--- config.mk ---
export PLATFORM = sky130hd
export DESIGN_NAME = lgate_top
export DESIGN_NICKNAME = d
export VERILOG_FILES = /design/src/rtl/lgate_pkg.sv /design/src/rtl/lgate_regs.sv /design/src/rtl/lgate_lane.sv /design/src/rtl/lgate_xmatch.sv /design/src/rtl/lgate_top.sv
export SDC_FILE = /design/constraint.sdc
export NUM_CORES = 1
export LEC_CHECK = 0
export ABC_AREA = 1
export BUFFER_PORTS_ARGS = -buffer_cell sky130_fd_sc_hd__buf_2
export CAP_MARGIN = 30
export CORE_AREA = 4 4 139 127
export DETAILED_ROUTE_END_ITERATION = 10
export DIE_AREA = 0 0 143 131
export GPL_TIMING_DRIVEN = 0
export PLACE_DENSITY_LB_ADDON = 0.08
export SLEW_MARGIN = 15
export SYNTH_ARGS = -nofsm -noshare
export SYNTH_HDL_FRONTEND = slang
export SYNTH_SLANG_ARGS = --single-unit
export TNS_END_PERCENT = 30
--- constraint.sdc ---
create_clock -name clk -period 1.3 [get_ports clk]
set_clock_uncertainty 0.05 [all_clocks]
set_input_delay 0.26 -clock clk [delete_from_list [all_inputs] [get_ports clk]]
set_output_delay 0.26 -clock clk [all_outputs]
set_load 0.05 [all_outputs]
--- src/rtl/lgate_pkg.sv ---
package lgate_pkg;

    localparam int MAX_LANES = 8;
    localparam int SEL_W     = 3;
    localparam int REG_W     = 32;
    localparam int EN_LSB    = 8;
    localparam int SEL_LSB   = 16;

    typedef enum logic [1:0] {
        A_CTRL = 2'd0,
        A_PAT  = 2'd1,
        A_MASK = 2'd2,
        A_RSVD = 2'd3
    } addr_e;

    typedef struct packed {
        logic [SEL_W-1:0]     xsel;
        logic [MAX_LANES-1:0] lane_en;
        logic                 glb;
    } ctrl_t;

    function automatic logic [MAX_LANES-1:0] impl_mask(input int n);
        logic [MAX_LANES-1:0] m;
        for (int i = 0; i < MAX_LANES; i++) m[i] = (i < n);
        return m;
    endfunction

    function automatic logic [REG_W-1:0] pack_ctrl(input ctrl_t c);
        logic [REG_W-1:0] w;
        w = '0;
        w[0] = c.glb;
        w[EN_LSB +: MAX_LANES] = c.lane_en;
        w[SEL_LSB +: SEL_W] = c.xsel;
        return w;
    endfunction

endpackage

--- src/rtl/lgate_regs.sv ---
module lgate_regs
    import lgate_pkg::*;
#(
    parameter int NUM_LANES = 6,
    parameter int DATA_W    = 16
) (
    input  logic              clk,
    input  logic              rst,
    input  logic              we,
    input  logic [1:0]        addr,
    input  logic [REG_W-1:0]  wdata,
    output logic [REG_W-1:0]  rdata,
    output ctrl_t             ctrl,
    output logic [DATA_W-1:0] pat,
    output logic [DATA_W-1:0] mask
);
    localparam logic [MAX_LANES-1:0] IMPL = impl_mask(NUM_LANES);

    always_ff @(posedge clk) begin
        if (rst) begin
            ctrl <= '0;
            pat  <= '0;
            mask <= '0;
        end else if (we) begin
            case (addr_e'(addr))
                A_CTRL: begin
                    ctrl.glb     <= wdata[0];
                    ctrl.lane_en <= wdata[EN_LSB +: MAX_LANES] & IMPL;
                    ctrl.xsel    <= wdata[SEL_LSB +: SEL_W];
                end
                A_PAT:  pat  <= wdata[DATA_W-1:0];
                A_MASK: mask <= wdata[DATA_W-1:0];
                default: ;
            endcase
        end
    end

    always_comb begin
        case (addr_e'(addr))
            A_CTRL:  rdata = pack_ctrl(ctrl);
            A_PAT:   rdata = REG_W'(pat);
            A_MASK:  rdata = REG_W'(mask);
            default: rdata = '0;
        endcase
    end
endmodule

--- src/rtl/lgate_lane.sv ---
module lgate_lane #(
    parameter int DATA_W = 16
) (
    input  logic              clk,
    input  logic              rst,
    input  logic              open_i,
    input  logic              valid_i,
    input  logic [DATA_W-1:0] data_i,
    output logic              valid_o,
    output logic [DATA_W-1:0] data_o
);
    always_ff @(posedge clk) begin
        if (rst) begin
            valid_o <= 1'b0;
            data_o  <= '0;
        end else begin
            valid_o <= valid_i & open_i;
            data_o  <= (valid_i & open_i) ? data_i : '0;
        end
    end
endmodule

--- src/rtl/lgate_xmatch.sv ---
module lgate_xmatch
    import lgate_pkg::*;
#(
    parameter int NUM_LANES = 6,
    parameter int DATA_W    = 16
) (
    input  logic                          clk,
    input  logic                          rst,
    input  logic [MAX_LANES-1:0]          fwd_i,
    input  logic [MAX_LANES*DATA_W-1:0]   data_i,
    input  logic [SEL_W-1:0]              sel_i,
    input  logic [DATA_W-1:0]             pat_i,
    input  logic [DATA_W-1:0]             mask_i,
    output logic                          xtrig_o
);
    logic              sel_ok;
    logic [DATA_W-1:0] sel_data;
    logic              hit;

    assign sel_ok   = int'(sel_i) < NUM_LANES;
    assign sel_data = data_i[sel_i*DATA_W +: DATA_W];
    assign hit      = sel_ok && fwd_i[sel_i] && (((sel_data ^ pat_i) & mask_i) == '0);

    always_ff @(posedge clk) begin
        if (rst) xtrig_o <= 1'b0;
        else     xtrig_o <= hit;
    end
endmodule

--- src/rtl/lgate_top.sv ---
module lgate_top
    import lgate_pkg::*;
#(
    parameter int NUM_LANES = 6,
    parameter int DATA_W    = 16
) (
    input  logic                        clk,
    input  logic                        rst,
    input  logic                        reg_we,
    input  logic [1:0]                  reg_addr,
    input  logic [31:0]                 reg_wdata,
    output logic [31:0]                 reg_rdata,
    input  logic [7:0]                  lane_valid_i,
    input  logic [8*DATA_W-1:0]         lane_data_i,
    output logic [7:0]                  trc_valid_o,
    output logic [8*DATA_W-1:0]         trc_data_o,
    output logic                        xtrig_o
);
    ctrl_t                ctrl;
    logic [DATA_W-1:0]    pat;
    logic [DATA_W-1:0]    mask;
    logic [MAX_LANES-1:0] open_v;
    logic [SEL_W-1:0]     xsel;

    assign xsel   = ctrl.xsel;
    assign open_v = ctrl.glb ? ctrl.lane_en : '0;

    lgate_regs #(.NUM_LANES(NUM_LANES), .DATA_W(DATA_W)) u_regs (
        .clk(clk), .rst(rst), .we(reg_we), .addr(reg_addr),
        .wdata(reg_wdata), .rdata(reg_rdata),
        .ctrl(ctrl), .pat(pat), .mask(mask)
    );

    for (genvar n = 0; n < MAX_LANES; n++) begin : g_lane
        if (n < NUM_LANES) begin : g_impl
            lgate_lane #(.DATA_W(DATA_W)) u_lane (
                .clk(clk), .rst(rst), .open_i(open_v[n]),
                .valid_i(lane_valid_i[n]),
                .data_i(lane_data_i[n*DATA_W +: DATA_W]),
                .valid_o(trc_valid_o[n]),
                .data_o(trc_data_o[n*DATA_W +: DATA_W])
            );
        end else begin : g_absent
            assign trc_valid_o[n] = 1'b0;
            assign trc_data_o[n*DATA_W +: DATA_W] = '0;
        end
    end

    lgate_xmatch #(.NUM_LANES(NUM_LANES), .DATA_W(DATA_W)) u_xm (
        .clk(clk), .rst(rst),
        .fwd_i(lane_valid_i & open_v), .data_i(lane_data_i),
        .sel_i(ctrl.xsel), .pat_i(pat), .mask_i(mask),
        .xtrig_o(xtrig_o)
    );
endmodule

==> results.rst <==
.. list-table::
   :header-rows: 1

   * - Metric
     - Value
   * - Syn Area/Cell
     - 6.84 um^2
   * - Filler Cell Count
     - 1459
   * - Global route overflow
     - 0
   * - Buffer type at the clock tree root
     - clkbuf_16
   * - Status
     - complete, but fails checks
   * - Final critical-path setup slack
     - -0.442 ns
   * - Routed wire length
     - 27600 um
   * - Crit Path Class
     - flop to flop
   * - Most frequent cell on the critical path
     - nand3_1
   * - Gr usage total
     - 28.1%
   * - Worst EP arrival
     - 2.05 ns
   * - Area growth from synthesis to final layout
     - 64.2%
   * - Die ar.
     - 18700 um^2
   * - Maximum fanout along the worst path
     - 5
   * - Gate Count Post-Synth
     - 959
   * - Floorplan row count
     - 44
   * - Sequential element share of the synthesized area
     - 44.3%
   * - Slowest Stage Delay on Critical Path
     - 0.38 ns
   * - Most common cell after layout, fill and taps aside
     - buf_4
   * - CTS tree
     - yes
   * - Die extent in x
     - 143 um
   * - End of the worst register-to-register path
     - u_xm.xtrig_o
   * - P per Cell Area
     - 1120 nW/um^2
   * - Net switching power figure
     - 0.00359 W
   * - Worst path cell trace
     - clkbuf_16 -> clkbuf_16 -> a21oi_2 -> o21ai_0 -> nand3_1 -> nand3_1 -> nand3_1 -> nand2_1 -> nor2_1 -> nand2_1 -> nor2_2
   * - Nets
     - 1522
   * - Fmax
     - 574 MHz
   * - Data required time at the worst endpoint
     - 1.61 ns
   * - Master of the slowest instance on the critical path
     - dfxtp_4
   * - Endpoints failing setup
     - 25
   * - Port Buffer Count
     - 277
   * - Max Transition Viols Final
     - 0
   * - Cell taking the most area after synthesis
     - dfxtp_1
   * - R2R cell count
     - 11
   * - Effective utilization at floorplan
     - 40.6%
   * - Layout cell share with drive strength beyond 1
     - 44.4%
   * - Maximum ir drop on the vdd rail
     - 0.00105 V
   * - Yosys cell types
     - 19
   * - Crit share post-route
     - 134%
   * - Most frequent cells in the layout
     - buf_4, nand2_1, buf_2
   * - Remaining antenna violation count
     - 0
   * - Most area-consuming cells after synthesis
     - dfxtp_1, nand2_1, inv_1, nand3_1, nor2_1
   * - Clock Latency Late Sink
     - 0.43 ns
   * - Number of maximum-capacitance constraint violations
     - 0
   * - Internal
     - 0.00845 W
   * - Die height
     - 131 um
   * - Switching power as a share of total power
     - 29.8%
   * - Number of warnings issued by yosys
     - 0
   * - Hpwl dp
     - 20900 um
   * - Number of remaining DRC errors
     - 0
   * - Slew at the pin closest to its max-slew limit
     - 0.582 ns
   * - Total vias in the final route
     - 7495
   * - Number of buffers on the longest clock path
     - 2
   * - H-tree level count
     - 4
   * - Total of flip-flops plus latches after synthesis
     - 145
   * - Comb power frac
     - 19.3%
   * - Max-slew headroom at the worst pin
     - 61.2%
   * - Setup slack of the most critical reg-to-reg path
     - -0.44 ns
   * - Minimum clock period after layout
     - 1.74 ns
   * - I/O pin cnt
     - 342
   * - Element type at the critical path start
     - flop
   * - Number of hold violations in the final report
     - 0
   * - Wire length per cell after detailed routing
     - 17.6 um
   * - Maximum number of pins on one net before global-route repair
     - 17
   * - Global-route wire length before repair
     - 39400 um
   * - Vias in the first global route
     - 7012
   * - Core Region
     - 16100 um^2
   * - Post-Synthesis Cell Area
     - 6560 um^2
   * - Number of design-rule violations left by the first detailed-router iteration
     - 489
   * - Reg2Reg Launch Point
     - u_regs.ctrl[9]
   * - Clock buffer count from CTS
     - 17
   * - Hold WC Path Type
     - primary input to flop
   * - Final GP Congestion
     - 0.945
   * - Type of destination of the critical path
     - flop
   * - Antenna violations before repair
     - 2
   * - Total negative slack for setup checks
     - -4.13 ns
   * - Relative contribution of the clock network to total power
     - 42.6%
   * - Clock-pin slew on the worst setup and hold paths
     - 0.06 ns
   * - Crit path from
     - u_regs.ctrl[9]
   * - First-pass iteration count of the detailed router
     - 6
   * - Number of sinks on the clock net
     - 145
   * - Leakage Power
     - 5.65 nW
   * - End point of the critical path
     - u_xm.xtrig_o
   * - Fraction of synthesized cell area taken by the top area cell type
     - 44.3%
   * - Failing checks
     - setup timing
   * - Post-DR vias/cell
     - 4.77
   * - Setup repair after global routing missed its margin
     - yes
   * - Sequential cell fraction of total power
     - 38.1%
   * - Worst hold slack after final layout
     - 0.00631 ns
## power groups by stage
stage	Combinational [W]	Clock (W)	Sequential, W
floorplan	0.00131	0	0.00467
global placement	0.00191	0	0.00466
detailed placement	0.00192	0	0.00466
CTS	0.00211	0.00514	0.00458
global route	0.00249	0.00535	0.00459
finish	0.00232	0.00513	0.00459
## through the flow
stage	instance area, um^2	setup WS (ns)	util, %	cells	power, W
6_report	10800	-0.442	66.7	1570	0.0120
5_1_grt	10800	-0.504	66.7	1569	0.0124
4_1_cts	10200	-0.392	63.5	1552	0.0118
3_5_place_dp	8740	-0.512	54.2	1489	0.00658
3_3_place_gp	8740	-0.553	54.2	1489	0.00657
2_1_floorplan	7090	-0.0581	-	1005	0.00598
## worst min path at each step
stage          depth (start not counted)                                 to             from
3_5_place_dp                           3  g_lane[5].g_impl.u_lane.data_o[3]  lane_data_i[83]
6_report                               3  g_lane[5].g_impl.u_lane.data_o[3]  lane_data_i[83]
5_1_grt                                3  g_lane[0].g_impl.u_lane.data_o[6]   lane_data_i[6]
3_3_place_gp                           3  g_lane[1].g_impl.u_lane.data_o[4]  lane_data_i[20]
2_1_floorplan                          1                     u_regs.mask[9]              rst
4_1_cts                                3  g_lane[5].g_impl.u_lane.data_o[3]  lane_data_i[83]
## Yosys cell counts
cell type / count
clkbuf_1: 19
dfxtp_1: 145
nand3_1: 105
nor2_1: 133
a21oi_1: 44
o21ai_1: 7
o22ai_1: 9
buf_2: 14
o21ai_0: 47
buf_1: 1
buf_6: 1
nand2_1: 183
inv_1: 170
inv_2: 3
nor2_2: 1
o221ai_1: 7
conb_1: 1
o211ai_1: 8
buf_4: 61
## final cells by class
| class | instances | area (um^2) | area share [%] |
|---|---|---|---|
| Clock inverter | 14 | 176 | 1.64 |
| Antenna cell | 2 | 5.00 | 0.0465 |
| Tap cell | 207 | 259 | 2.41 |
| Buffer | 94 | 851 | 7.91 |
| Clock buffer | 17 | 425 | 3.95 |
| Inverter | 173 | 699 | 6.50 |
| Multi-Input combinational cell | 591 | 3070 | 28.5 |
| Sequential cell | 145 | 2960 | 27.5 |
| Timing Repair Buffer | 327 | 2320 | 21.5 |
## critical path: cells and delay by family, from the launching register on
kind	cells	cell delay (ns)
buffers and inverters	2	0.33
AO/OA/AOI/OAI	2	0.21
flip-flops	1	0.38
AND/OR/NAND/NOR	7	0.71
## metal layers
layer	wire length, um	track usage (%)	part of all wire [%]
met5	12	0	0.044
met2	13200	46.8	48
met3	2440	6.84	8.9
met1	11200	35.6	40
met4	739	10.2	2.7
## timing repair
item,4_1_cts,5_1_grt
gates cloned,1,4
gates resized for setup,277,99
hold endpoints to repair,1,0
pin swaps,21,26
hold buffers,1,0
setup buffers,30,14
setup endpoints to repair,181,95
## cell families (layout without fill, tap and decap cells)
family                 after synthesis  in the layout  synth area share [%]
DFF                                145            145                  44.3
AOI/OAI and AO/OA                  122            122                  10.2
other                                1             49                0.0572
buffers and inverters              269            625                  19.3
and+or+nand+nor                    422            422                  26.2
## sequential cells by signal (all words and copies together) (netlist names)
name / cells
u_regs.mask: 16
u_regs.ctrl: 10
u_xm.xtrig_o: 1
u_regs.pat: 16
g_lane.g_impl.u_lane.valid_o: 6
g_lane.g_impl.u_lane.data_o: 96
Power figures use the tool's default switching activity.
